===== src/rtl/dgi_pkg.sv =====
package dgi_pkg;

  localparam int ADDR_W = 12;
  localparam int DATA_W = 32;
  localparam int ID_W   = 10;

  // global window
  localparam logic [ADDR_W-1:0] OFS_CTRL    = 12'h000;
  localparam logic [ADDR_W-1:0] OFS_GEN_SET = 12'h030;
  localparam logic [ADDR_W-1:0] OFS_GEN_CLR = 12'h034;
  localparam logic [ADDR_W-1:0] OFS_ROUTE   = 12'h100;
  // per-processor window
  localparam logic [ADDR_W-1:0] OFS_ACK     = 12'h044;
  localparam logic [ADDR_W-1:0] OFS_MSK_SET = 12'h048;
  localparam logic [ADDR_W-1:0] OFS_MSK_CLR = 12'h04C;

  localparam logic [ID_W-1:0] NONE_ID = 10'h3FF;

  typedef enum logic [2:0] {
    OP_NONE,
    OP_GEN_SET,
    OP_GEN_CLR,
    OP_MSK_SET,
    OP_MSK_CLR,
    OP_ROUTE
  } wr_op_e;

endpackage


===== src/rtl/dgi_regs.sv =====
module dgi_regs
  import dgi_pkg::*;
#(
  parameter int NUM_CPU = 2,
  parameter int NUM_IRQ = 48,
  parameter int CPUW    = 1,
  parameter int IW      = 6
) (
  input  logic                       clk,
  input  logic                       rst,
  input  logic                       wr,
  input  logic                       pcpu,
  input  logic [CPUW-1:0]            cpu,
  input  logic [ADDR_W-1:0]          addr,
  input  logic [DATA_W-1:0]          wdata,
  output logic [NUM_IRQ-1:0]         gen_en,
  output logic [NUM_CPU*NUM_IRQ-1:0] mask_flat,
  output logic [NUM_IRQ*NUM_CPU-1:0] route_flat,
  output logic                       rt_hit,
  output logic [NUM_CPU-1:0]         rt_rd
);

  wr_op_e            op;
  logic              num_ok;
  logic [IW-1:0]     num_idx;
  logic [ADDR_W-1:0] rt_off;
  logic [IW-1:0]     rt_idx;

  assign num_ok  = (wdata < DATA_W'(NUM_IRQ));
  assign num_idx = wdata[IW-1:0];

  assign rt_off = addr - OFS_ROUTE;
  assign rt_idx = rt_off[IW+1:2];
  assign rt_hit = (addr >= OFS_ROUTE) && (addr[1:0] == 2'b00) &&
                  (32'(rt_off[ADDR_W-1:2]) < NUM_IRQ);

  always_comb begin
    op = OP_NONE;
    if (wr) begin
      if (!pcpu) begin
        if (addr == OFS_GEN_SET)      op = OP_GEN_SET;
        else if (addr == OFS_GEN_CLR) op = OP_GEN_CLR;
        else if (rt_hit)              op = OP_ROUTE;
      end else begin
        if (addr == OFS_MSK_SET)      op = OP_MSK_SET;
        else if (addr == OFS_MSK_CLR) op = OP_MSK_CLR;
      end
    end
  end

  // global enables
  always_ff @(posedge clk) begin
    if (rst) begin
      gen_en <= '0;
    end else if (num_ok) begin
      if (op == OP_GEN_SET)      gen_en[num_idx] <= 1'b1;
      else if (op == OP_GEN_CLR) gen_en[num_idx] <= 1'b0;
    end
  end

  // one mask bank per processor
  for (genvar c = 0; c < NUM_CPU; c++) begin : g_bank
    logic [NUM_IRQ-1:0] bank_q;
    logic               sel;

    assign sel = num_ok && (cpu == CPUW'(c));

    always_ff @(posedge clk) begin
      if (rst) begin
        bank_q <= '1;
      end else if (sel) begin
        if (op == OP_MSK_SET)      bank_q[num_idx] <= 1'b1;
        else if (op == OP_MSK_CLR) bank_q[num_idx] <= 1'b0;
      end
    end

    assign mask_flat[c*NUM_IRQ +: NUM_IRQ] = bank_q;
  end

  // one routing register per line
  for (genvar n = 0; n < NUM_IRQ; n++) begin : g_route
    logic [NUM_CPU-1:0] rq;

    always_ff @(posedge clk) begin
      if (rst)                                    rq <= '0;
      else if (op == OP_ROUTE && rt_idx == IW'(n)) rq <= wdata[NUM_CPU-1:0];
    end

    assign route_flat[n*NUM_CPU +: NUM_CPU] = rq;
  end

  always_comb begin
    rt_rd = '0;
    for (int n = 0; n < NUM_IRQ; n++) begin
      if (rt_idx == IW'(n)) rt_rd = route_flat[n*NUM_CPU +: NUM_CPU];
    end
  end

endmodule


===== src/rtl/dgi_gate.sv =====
module dgi_gate #(
  parameter int NUM_CPU   = 2,
  parameter int NUM_IRQ   = 48,
  parameter int PCPU_LAST = 28
) (
  input  logic [NUM_CPU*(PCPU_LAST+1)-1:0]   pcpu_lvl,
  input  logic [NUM_IRQ-PCPU_LAST-2:0]       shr_lvl,
  input  logic [NUM_IRQ-1:0]                 gen_en,
  input  logic [NUM_CPU*NUM_IRQ-1:0]         mask_flat,
  input  logic [NUM_IRQ*NUM_CPU-1:0]         route_flat,
  output logic [NUM_CPU*NUM_IRQ-1:0]         elig
);

  localparam int NPC = PCPU_LAST + 1;

  for (genvar c = 0; c < NUM_CPU; c++) begin : g_cpu
    for (genvar n = 0; n < NUM_IRQ; n++) begin : g_line
      logic open;
      assign open = gen_en[n] & ~mask_flat[c*NUM_IRQ+n];
      if (n < NPC) begin : g_private
        assign elig[c*NUM_IRQ+n] = open & pcpu_lvl[c*NPC+n];
      end else begin : g_shared
        assign elig[c*NUM_IRQ+n] = open & shr_lvl[n-NPC] & route_flat[n*NUM_CPU+c];
      end
    end
  end

endmodule


===== src/rtl/dgi_pick.sv =====
module dgi_pick
  import dgi_pkg::*;
#(
  parameter int N = 48
) (
  input  logic [N-1:0]    vec,
  output logic            hit,
  output logic [ID_W-1:0] id
);

  assign hit = |vec;

  always_comb begin
    id = NONE_ID;
    for (int n = N - 1; n >= 0; n--) begin
      if (vec[n]) id = ID_W'(n);
    end
  end

endmodule


===== src/rtl/dual_gate_intc.sv =====
module dual_gate_intc
  import dgi_pkg::*;
#(
  parameter int NUM_CPU   = 2,
  parameter int NUM_IRQ   = 48,
  parameter int PCPU_LAST = 28,
  parameter int CPUW      = (NUM_CPU > 1) ? $clog2(NUM_CPU) : 1
) (
  input  logic                              clk,
  input  logic                              rst,
  input  logic                              bus_wr,
  input  logic                              bus_rd,
  input  logic                              bus_pcpu,
  input  logic [CPUW-1:0]                   bus_cpu,
  input  logic [11:0]                       bus_addr,
  input  logic [31:0]                       bus_wdata,
  output logic [31:0]                       bus_rdata,
  output logic                              bus_rvalid,
  input  logic [NUM_CPU*(PCPU_LAST+1)-1:0]  pcpu_lvl_i,
  input  logic [NUM_IRQ-PCPU_LAST-2:0]      shr_lvl_i,
  output logic [NUM_CPU-1:0]                irq_o
);

  localparam int IW = $clog2(NUM_IRQ);

  logic [NUM_CPU*(PCPU_LAST+1)-1:0] pcpu_q;
  logic [NUM_IRQ-PCPU_LAST-2:0]     shr_q;
  logic [NUM_IRQ-1:0]               gen_en;
  logic [NUM_CPU*NUM_IRQ-1:0]       mask_flat;
  logic [NUM_IRQ*NUM_CPU-1:0]       route_flat;
  logic [NUM_CPU*NUM_IRQ-1:0]       elig;
  logic                             rt_hit;
  logic [NUM_CPU-1:0]               rt_rd;
  logic [ID_W-1:0]                  ack_id [NUM_CPU];
  logic [NUM_CPU-1:0]               any_hit;
  logic [DATA_W-1:0]                rd_mux;

  // source levels registered once on entry
  always_ff @(posedge clk) begin
    if (rst) begin
      pcpu_q <= '0;
      shr_q  <= '0;
    end else begin
      pcpu_q <= pcpu_lvl_i;
      shr_q  <= shr_lvl_i;
    end
  end

  dgi_regs #(
    .NUM_CPU (NUM_CPU),
    .NUM_IRQ (NUM_IRQ),
    .CPUW    (CPUW),
    .IW      (IW)
  ) u_regs (
    .clk        (clk),
    .rst        (rst),
    .wr         (bus_wr),
    .pcpu       (bus_pcpu),
    .cpu        (bus_cpu),
    .addr       (bus_addr),
    .wdata      (bus_wdata),
    .gen_en     (gen_en),
    .mask_flat  (mask_flat),
    .route_flat (route_flat),
    .rt_hit     (rt_hit),
    .rt_rd      (rt_rd)
  );

  dgi_gate #(
    .NUM_CPU   (NUM_CPU),
    .NUM_IRQ   (NUM_IRQ),
    .PCPU_LAST (PCPU_LAST)
  ) u_gate (
    .pcpu_lvl   (pcpu_q),
    .shr_lvl    (shr_q),
    .gen_en     (gen_en),
    .mask_flat  (mask_flat),
    .route_flat (route_flat),
    .elig       (elig)
  );

  for (genvar c = 0; c < NUM_CPU; c++) begin : g_pick
    dgi_pick #(.N(NUM_IRQ)) u_pick (
      .vec (elig[c*NUM_IRQ +: NUM_IRQ]),
      .hit (any_hit[c]),
      .id  (ack_id[c])
    );
  end

  always_ff @(posedge clk) begin
    if (rst) irq_o <= '0;
    else     irq_o <= any_hit;
  end

  always_comb begin
    rd_mux = '0;
    if (!bus_pcpu) begin
      if (bus_addr == OFS_CTRL) rd_mux = {20'b0, ID_W'(NUM_IRQ), 2'b00};
      else if (rt_hit)          rd_mux = DATA_W'(rt_rd);
    end else if (bus_addr == OFS_ACK) begin
      rd_mux = {22'b0, ack_id[bus_cpu]};
    end
  end

  always_ff @(posedge clk) begin
    if (rst) begin
      bus_rvalid <= 1'b0;
      bus_rdata  <= '0;
    end else begin
      bus_rvalid <= bus_rd;
      if (bus_rd) bus_rdata <= rd_mux;
    end
  end

endmodule


===== config.mk =====
export PLATFORM = sky130hd
export DESIGN_NAME = dual_gate_intc
export DESIGN_NICKNAME = d
export VERILOG_FILES = /design/src/rtl/dgi_pkg.sv /design/src/rtl/dgi_regs.sv /design/src/rtl/dgi_gate.sv /design/src/rtl/dgi_pick.sv /design/src/rtl/dual_gate_intc.sv
export SDC_FILE = /design/constraint.sdc
export NUM_CORES = 1
export LEC_CHECK = 0
export BUFFER_PORTS_ARGS = -buffer_cell sky130_fd_sc_hd__buf_2
export CAP_MARGIN = 5
export CORE_MARGIN = 2
export CORE_UTILIZATION = 60
export DETAILED_ROUTE_END_ITERATION = 8
export GPL_TIMING_DRIVEN = 0
export HOLD_SLACK_MARGIN = 0.02
export PLACE_DENSITY = 0.93
export SKIP_LAST_GASP = 1
export SLEW_MARGIN = 20
export SYNTH_ARGS = -nofsm -noshare
export SYNTH_HDL_FRONTEND = slang
export SYNTH_HIERARCHICAL = 1
export SYNTH_SLANG_ARGS = --single-unit

===== constraint.sdc =====
create_clock -name clk -period 3.8 [get_ports clk]
set_clock_uncertainty 0.05 [all_clocks]
set_input_delay 0.76 -clock clk [delete_from_list [all_inputs] [get_ports clk]]
set_output_delay 0.76 -clock clk [all_outputs]
set_load 0.005 [all_outputs]

# --- Word level (Yosys, flattened, before mapping) ---
# Index checks and enable logic that the tools add are counted.
word_totals:
  ff_bits: 352
  input_bits: 127
  output_inout_bits: 35
  wordCells: 684
classes:
  n_addsub: 1
  order_cmp: 6
  eq_ne: 57
  muxes: 166
  bitwise: 335
  reduce_logical: 63
ops:
  columns: ["cell", "count"]
  rows:
  - ["two-way mux 10 bit", 100]
  - ["two-way mux 48 bit", 6]
  - ["AND 1 bit", 230]
  - ["AND 48 bit", 3]
  - ["bitwise OR 48 bit", 3]
  - ["two-way mux 2 bit", 49]
  - ["NOT 1 bit", 97]
  - ["equality test 6 x 5 -> 1 bit (second input constant)", 16]
  - ["equality test 6 bit (second input constant)", 16]
  - ["OR reduction 48 bit", 2]
  - ["logical AND 1 bit", 53]
  - ["equality test 6 x 4 -> 1 bit (second input constant)", 8]
  - ["NOT 48 bit", 1]
  - ["equality test 12 x 7 -> 1 bit (second input constant)", 3]
  - ["less-than comparator 32 x 6 -> 1 bit (second input constant)", 1]
  - ["two-way mux 32 bit", 1]
  - ["equality test 12 x 6 -> 1 bit (second input constant)", 2]
  - ["equality test 6 x 3 -> 1 bit (second input constant)", 4]
  - ["two-way mux 3 bit", 7]
  - ["equality test 6 x 2 -> 1 bit (second input constant)", 2]
  - ["greater-or-equal comparator 12 x 9 -> 1 bit (second input constant)", 1]
  - ["logical NOT 12 bit", 1]
  - ["subtractor 12 x 9 -> 12 bit (second input constant)", 1]
  - ["less-than comparator 10 x 6 -> 1 bit (second input constant)", 1]
  - ["other kinds (15)", 20]

# --- Depth between registers and ports, before layout ---
# Gate-level depths: netlist of the first run.
depth:
  word_depth: 57
  depth_mapped: 11
  mapped_depth_nobuf: 10

# --- Cells and area by module ---
# The synthesis of the first run kept the hierarchy.
modules_own_cells:
  columns: ["module", "n_inst", "cells_each", "area_each_um2", "seq_area_each_um2"]
  rows:
  - ["dgi_regs", 1, 1426, 11883.9, 4804.6]
  - ["dual_gate_intc", 1, 248, 2832.7, 1801.7]
  - ["dgi_pick", 2, 105, 619.3, 0.0]
  - ["dgi_gate", 1, 96, 888.4, 0.0]

# --- Least setup slack after synthesis of the first run ---
# OpenSTA, ideal clock, no wires.
synth_timing:
  path_kind: "input to register"
  from: "in bus_addr[2]"
  to: "reg bus_rdata[1]"
  setup_ns: 0.122
  t_arrival_ns: 2.706
  required_ns: 3.628
  path_slack_ns: 0.922
  cell_stages: 10
  n_path_buf: 3
  cell_sequence: "clkbuf_1 > clkbuf_1 > clkbuf_1 > mux2i_1 > mux2i_1 > o32ai_1 > nor3_1 > o21ai_0 > o211ai_1 > a221o_1"
synth_between:
  elab_chain_cells: 53
  elab_cells_between_ends: 107
  classes_between: "add/sub: 1; order compare: 2; eq/ne: 48; mux: 52; reduce/logical: 4"
synth_lines:
  columns: ["item", "line", "text"]
  rows:
  - ["start, declared", "dual_gate_intc.sv:15", "input logic [11:0] bus_addr,"]
  - ["subtractor 12 x 9 -> 12 bit *", "dgi_regs.sv:32", "assign rt_off = addr - OFS_ROUTE;"]
  - ["logical NOT 6 bit", "dgi_regs.sv:95", "if (rt_idx == IW'(n)) rt_rd = route_flat[n*NUM_CPU +: NUM_CPU];"]
  - ["two-way mux 2 bit (47 in series)", "dgi_regs.sv:95", null]
  - ["two-way mux 2 bit *", "dgi_regs.sv:95", null]
  - ["net rt_rd[1]", "dual_gate_intc.sv:33", "logic [NUM_CPU-1:0] rt_rd;"]
  - ["two-way mux 2 bit *", "dual_gate_intc.sv:99", "else if (rt_hit) rd_mux = DATA_W'(rt_rd);"]
  - ["two-way mux 8 bit *", "dual_gate_intc.sv:98", "if (bus_addr == OFS_CTRL) rd_mux = {20'b0, ID_W'(NUM_IRQ), 2'b00};"]
  - ["two-way mux 32 bit *", "dual_gate_intc.sv:97", "if (!bus_pcpu) begin"]
  - ["end signal, assigned", "dual_gate_intc.sv:111", "if (bus_rd) bus_rdata <= rd_mux;"]
  - ["end, declared", "dual_gate_intc.sv:17", "output logic [31:0] bus_rdata,"]
# Mark *: on every way through the listed nets, which the timed path passes. The rest lies on a longest branch.
# A chain may end at the register's enable or synchronous reset.

# --- Final worst setup path of the first run ---
layout_timing:
  from: "in bus_addr[2]"
  to: "reg bus_rdata[0]"
# The elaborated chain is that of the path after synthesis.

==> results of run 1 <==
## synthesized netlist by cell type, drive strengths merged (3+ instances only)
library cell / instances / area share, %
clkbuf: 95 / 2.1
o211ai: 54 / 2.4
o311ai: 5 / 0.26
or3b: 3 / 0.16
mux2: 9 / 0.60
dfxtp: 330 / 39
a21oi: 127 / 3.8
or3: 4 / 0.15
and2: 10 / 0.37
o31ai: 4 / 0.18
or4: 12 / 0.62
o32ai: 7 / 0.36
nand3: 51 / 1.5
nand2b: 116 / 4.3
nor3b: 10 / 0.48
a31oi: 11 / 0.41
nor2b: 98 / 3.7
mux4: 3 / 0.40
and3: 6 / 0.22
o22ai: 4 / 0.15
nand3b: 13 / 0.58
o21bai: 6 / 0.27
a221oi: 50 / 3.4
o21ai: 138 / 4.1
nor3: 24 / 0.71
o2111ai: 5 / 0.30
a311oi: 3 / 0.16
nor2: 121 / 2.7
a221o: 3 / 0.18
inv: 68 / 1.5
a211oi: 10 / 0.48
or2: 6 / 0.22
nand4: 14 / 0.52
nor4: 39 / 1.8
nand2: 187 / 4.2
a21boi: 5 / 0.22
and3b: 63 / 3.3
o221ai: 5 / 0.26
buf: 76 / 2.8
and4b: 39 / 2.3
mux2i: 112 / 6.7
## cell families after synthesis
family	after synthesis	share of synthesized area, %
multiplexers	124	7.66
XOR/XNOR	1	0.0520
other	1	0.0223
flip-flops	330	39.2
AO/OA/AOI/OAI	460	18.1
AND/OR/NAND/NOR	825	28.5
buffers and inverters	239	6.45
## cells in the final DEF (no fill, tap or decap), types with 14 or more instances in the layout
cell,Yosys,routed
nand4_1,14,14
o21ai_1,16,16
clkbuf_1,94,97
buf_4,39,40
a21oi_1,126,126
nand2b_1,116,116
conb_1,1,22
nor2_1,120,119
nand3_1,51,51
nand2_1,187,187
nor3_1,24,23
buf_2,15,153
nor2b_1,96,96
mux2i_1,112,112
and4b_1,39,39
inv_1,68,68
dfxtp_1,330,330
clkbuf_16,0,36
a221oi_1,29,29
and3b_1,62,62
buf_1,19,17
o211ai_1,54,54
o21ai_0,122,122
a221oi_2,21,21
nor4_1,34,33
## worst min-delay path by stage
stage	endpoint	cells past startpoint
6_report	pcpu_q[0]$_SDFF_PP0_	2
5_1_grt	pcpu_q[14]$_SDFF_PP0_	2
4_1_cts	pcpu_q[0]$_SDFF_PP0_	2
3_5_place_dp	flop	2
3_3_place_gp	flop	2
2_1_floorplan	flop	2
## routing by layer
layer	up-vias	GRT usage, %	wire length, um
li1	7424	-	-
met1	7879	51.4	23100
met2	1253	64.0	26800
met3	294	11.9	7990
met4	2	24.6	4260
met5	-	0	13
## power groups by stage
stage	Combinational, mW	Sequential, mW	Clock [mW]
2_1_floorplan	0.306	3.59	0
3_3_place_gp	0.524	3.60	0
3_5_place_dp	0.535	3.60	0
4_1_cts	0.540	3.52	3.52
5_1_grt	0.593	3.52	3.67
6_report	0.569	3.52	3.52
## area by class of cell
type	count	area share (%)
multi-input combinational	1432	47.9
sequential	330	34.2
clock buffer	47	5.24
buffer	171	4.32
timing repair buffer	140	3.67
tap	378	2.45
inverter	68	1.32
clock inverter	16	0.881
## repair_timing
item / 4_1_cts / 5_1_grt
hold endpoints to repair: 0 / 0
hold buffers: 0 / 0
gates resized for setup: 0 / 5
endpoints found under the setup margin: 0 / 4
==> results.md, run 1 <==
* CP Capture Point: bus_rdata[0]$_SDFFE_PP0P_
* Period minus WS final at between 3 and 4 ns
* Vias per cell at 6.53
* Setup TNS at 0 ns
* Max-slew violations at 0
* Critical Path, Cell by Cell: buf_2 -> clkbuf_1 -> clkbuf_2 -> buf_2 -> mux2i_1 -> nand2_1 -> o211ai_1 -> a211oi_1 -> a211oi_1 -> o32ai_1 -> a221o_1
* Multi-input gate area at between 0.009 and 0.01 mm^2
* Flop pwr share at 46.3%
* Comb power frac at 7.5%
* Post-Syn Area at about 0.017 mm^2
* Place WS at -0.495 ns
* Clock power frac at 46.2%
* Number of synthesized flops with an enable pin at 0
* R2R setup slack at 0.48 ns
* Worst Setup Slack, final at 0.0512 ns
* Drt initial violations at ~2,300
* Register Area at 0.00661 mm^2
* HP Class: in -> reg
* Hold Fails Final Rpt at 0
* Largest net degree at the start of global routing at 14
* Seq/Total Area, Yosys at between 30% and 40%
* Startpoint Class: input pin
* Hold_sp: pcpu_lvl_i[0]
* Cell count after placement at 2,519
* PD cells at 394 mW/mm^2
* Die area at roughly 0.03 mm^2
* Die W at 172 um
* Avg Inst Size Synth at about 8.5 um^2
* Net Sw Power at 1.88 mW
* Mapped Cells at between 1,500 and 2,000
* CP arrival at ~4.2 ns
* Worst-path fanout max at 10
* Final Util at 69.7%
* Final period util at 98.7%
* CTS tree: yes
* Final setup vio count at 0
* YS warnings at 6
* Element type at the critical path end: flop
* Core Area at approximately 0.028 mm^2
* NumNets Final at around 2,300
* RSZ-0062 raised after global routing: false
* WL final at 62,200 um
* DR WL/cell at 24.1 um
* RePlAce Congestion at roughly 1.1
* CTS buffer count at 36
* Synth async-reset ratio at 0%
* Finished Layout Cells at 2,582
* Drt drc at 0
* Drt first pass iters at 6
* Synthesis-to-layout area growth at 14.6%
* Via count at roughly 17,000
* Yosys reg bits at between 300 and 400
* Critical path origin: bus_addr[2]
* Placed cell areas at about 0.018 mm^2
* CP required at about 4.2 ns
* Clock sink count at 330
* Overall power at 7.61 mW
* Pint at between 5 and 6 mW
* # IOs at between 150 and 200
* Max cap viols at 0
* Hpwl dp at between 40,000 and 50,000 um
* Global route overflow at 0
* Slowest CP cell: o32ai_1
* Root buffer cell: clkbuf_16
* H-tree levels at 2
* First-pass GRT wire length at roughly 90,000 um
* Initial Utilization at between 60 and 70%
* # rows at between 60 and 70
* R2R cell count at 8
* Layout cells sized above 1 at about 15%
* GRT Util Overall at 41.4%
* Reg-to-Reg End: bus_rdata[0]$_SDFFE_PP0P_
* Clock transition at the registers of the reported paths at 0.06 ns
* Reported leakage power at between 7 and 8 nW
* Vias in the first global route at around 16,000
* Longest Clk Path Bufs at 3
* WP buf/inv at 4
* Setup CP Type: in -> reg
* Status: finished, final reports clean
* I/O Buffers at approximately 140
* Antenna diode count at 0
* WP depth at 11
* Final instance area at ~0.019 mm^2
* Yosys cell types at 87
* Setup bufs post-CTS at 0
* # fillers at about 2,200
* Fin Hold WS at approximately 0.37 ns
* Max Fclk at 267 MHz
* Delay-heaviest family, CP: compound AO/OA/AOI/OAI gates
* Maximum VDD drop at ~0.00036 V
* Ys flop type: dfxtp_1
* Switch share at between 20% and 30%
* Initial antenna violation count at 1
* Skew-Pair Late Insertion Delay at 0.55 ns
* Die Ht at 172 um
* Worst slew pin tran at around 1.2 ns
* Final ANT Viol Nets at 0
* Crit-path max cell delay at 0.60 ns
* Relative slew slack at about a fifth
(Power assumes the default switching activity.)
==> run 2, diff against run 1 <==
- CAP_MARGIN: 5 -> default
- RECOVER_POWER: default -> 50
==> results.md, run 2 (synthesis results as in run 1) <==
* Drt drc at 0 (unchanged)
* Hold_sp: pcpu_lvl_i[0] (unchanged)
* Most frequent cells in the layout: 330 x dfxtp_1, 187 x nand2_1, 137 x buf_2, 126 x a21oi_1, 123 x o21ai_0 (was 330 x dfxtp_1, 187 x nand2_1, 153 x buf_2, 126 x a21oi_1, 122 x o21ai_0)
* Hpwl dp at 46,200 um (unchanged)
* Slowest CP cell: o32ai_1 (unchanged)
* CP required at 4.23 ns (about the same)
* CP arrival at 4.20 ns (was 4.18 ns)
* Overall power at 7.61 mW (about the same)
* DR WL/cell at 24.1 um (about the same)
* Critical path origin: bus_addr[2] (unchanged)
* H-tree levels at 2 (unchanged)
* PD cells at 395 mW/mm^2 (was 394 mW/mm^2)
* CTS buffer count at 36 (unchanged)
* Die Ht at 172 um (unchanged)
* Net Sw Power at 1.89 mW (was 1.88 mW)
* Die area at 0.0294 mm^2 (unchanged)
* Worst slew pin tran at 1.16 ns (was 1.18 ns)
* Final setup vio count at 0 (unchanged)
* First-pass GRT wire length at 92,600 um (unchanged)
* Delay-heaviest family, CP: compound AO/OA/AOI/OAI gates (unchanged)
* Hold Fails Final Rpt at 0 (unchanged)
* Initial antenna violation count at 1 (unchanged)
* Startpoint Class: input pin (unchanged)
* Global route overflow at 0 (unchanged)
* Vias in the first global route at 16,200 (unchanged)
* Synthesis-to-layout area growth at 14.5% (was 14.6%)
* Cell count after placement at 2,519 (unchanged)
* Crit-path max cell delay at 0.60 ns (about the same)
* Max cap viols at 0 (unchanged)
* RSZ-0062 raised after global routing: false (unchanged)
* Longest Clk Path Bufs at 3 (unchanged)
* Flop pwr share at 46.3% (about the same)
* Switch share at 24.8% (was 24.7%)
* Final Util at 69.6% (was 69.7%)
* Maximum VDD drop at 0.000360 V (was 0.000361 V)
* Relative slew slack at 22.6% (was 20.9%)
* Critical Path, Cell by Cell: buf_2 -> clkbuf_1 -> clkbuf_2 -> buf_2 -> mux2i_1 -> nand2_1 -> o211ai_1 -> a211oi_1 -> a211oi_1 -> o32ai_1 -> a221o_1 (unchanged)
* CTS Hold Bufs at 0 (unchanged)
* Initial Utilization at 60.8% (unchanged)
* Vias per cell at 6.54 (was 6.53)
* # rows at 61 (unchanged)
* Drt initial violations at 2,298 (was 2,299)
* Via count at 16,900 (about the same)
* Layout cells sized above 1 at 14.0% (was 14.8%)
* Pint at 5.73 mW (about the same)
* I/O Buffers at 138 (unchanged)
* WP buf/inv at 4 (unchanged)
* Final ANT Viol Nets at 0 (unchanged)
* Max Fclk at 265 MHz (was 267 MHz)
* Clock transition at the registers of the reported paths at 0.06 ns (about the same)
* Setup bufs post-CTS at 0 (unchanged)
* Skew-Pair Late Insertion Delay at 0.55 ns (about the same)
* Largest net degree at the start of global routing at 14 (unchanged)
* Worst Setup Slack, final at 0.0253 ns (was 0.0512 ns)
* NumNets Final at 2,306 (unchanged)
* Root buffer cell: clkbuf_16 (unchanged)
* Setup CP Type: in -> reg (unchanged)
* Commonest non-fill, non-tap cell in the layout: dfxtp_1 (unchanged)
* Final period util at 99.3% (was 98.7%)
* Drt first pass iters at 7 (was 6)
* CTS tree: yes (unchanged)
* RePlAce Congestion at 1.09 (unchanged)
* Comb power frac at 7.5% (about the same)
* Worst-path fanout max at 10 (unchanged)
* Max-slew violations at 0 (unchanged)
* HP Class: in -> reg (unchanged)
* Reported leakage power at 7.89 nW (was 7.97 nW)
* Post-cts resize count at 0 (unchanged)
* Status: finished, final reports clean (unchanged)
* # IOs at 162 (unchanged)
* Period minus WS final at 3.77 ns (was 3.75 ns)
* GRT Util Overall at 41.4% (unchanged)
* Core Area at 0.0277 mm^2 (unchanged)
* Element type at the critical path end: flop (unchanged)
* Die W at 172 um (unchanged)
* WL final at 62,200 um (about the same)
* Place WS at -0.495 ns (unchanged)
* Clock sink count at 330 (unchanged)
* Clock power frac at 46.2% (about the same)
* Finished Layout Cells at 2,583 (was 2,582)
[run 2: power groups by stage]
stage               clock network (mW)  logic (mW)  registers (mW)
global route                      3.67       0.593            3.52
detailed placement                   0       0.535            3.60
finish                            3.52       0.569            3.53
global placement                     0       0.524            3.60
CTS                               3.52       0.540            3.52
floorplan                            0       0.306            3.59
[run 2: layout make-up]
| cell class | instances | area, um^2 |
|---|---|---|
| Inverter | 68 | 255 |
| Multi-Input combinational cell | 1432 | 9240 |
| Fill cell | 2197 | 8420 |
| Timing Repair Buffer | 140 | 692 |
| Antenna cell | 1 | 2.50 |
| Clock buffer | 47 | 1010 |
| Sequential cell | 330 | 6610 |
| Tap cell | 378 | 473 |
| Clock inverter | 16 | 170 |
| Buffer | 171 | 826 |
[run 2: metrics by stage]
stage	hold slack (ns)	cell area, um^2	setup TNS, ns
after floorplan	0.366	16900	0
after detailed placement	0.388	18100	-6.34
after CTS	0.368	19300	0
final	0.370	19300	0
after global routing	0.385	19300	0
after global placement	0.378	18100	-4.06
[run 2: path summary, 6_finish.rpt]
check	endpoint	cells after the start	slack, ns
setup reg to reg	bus_rdata[0]$_SDFFE_PP0P_	8	0.48
setup / recovery	bus_rdata[0]$_SDFFE_PP0P_	11	0.03
hold reg to reg	flop	2	0.40
hold / removal	pcpu_q[0]$_SDFF_PP0_	2	0.37
[run 2: metal layers]
| metal | share of wire (%) | vias to the layer above | GRT usage, % |
|---|---|---|---|
| met4 | 6.9 | 2 | 24.6 |
| met3 | 13 | 308 | 11.9 |
| met2 | 43 | 1276 | 64.0 |
| met1 | 37 | 7889 | 51.4 |
| li1 | - | 7421 | - |
| met5 | 0.021 | - | 0 |
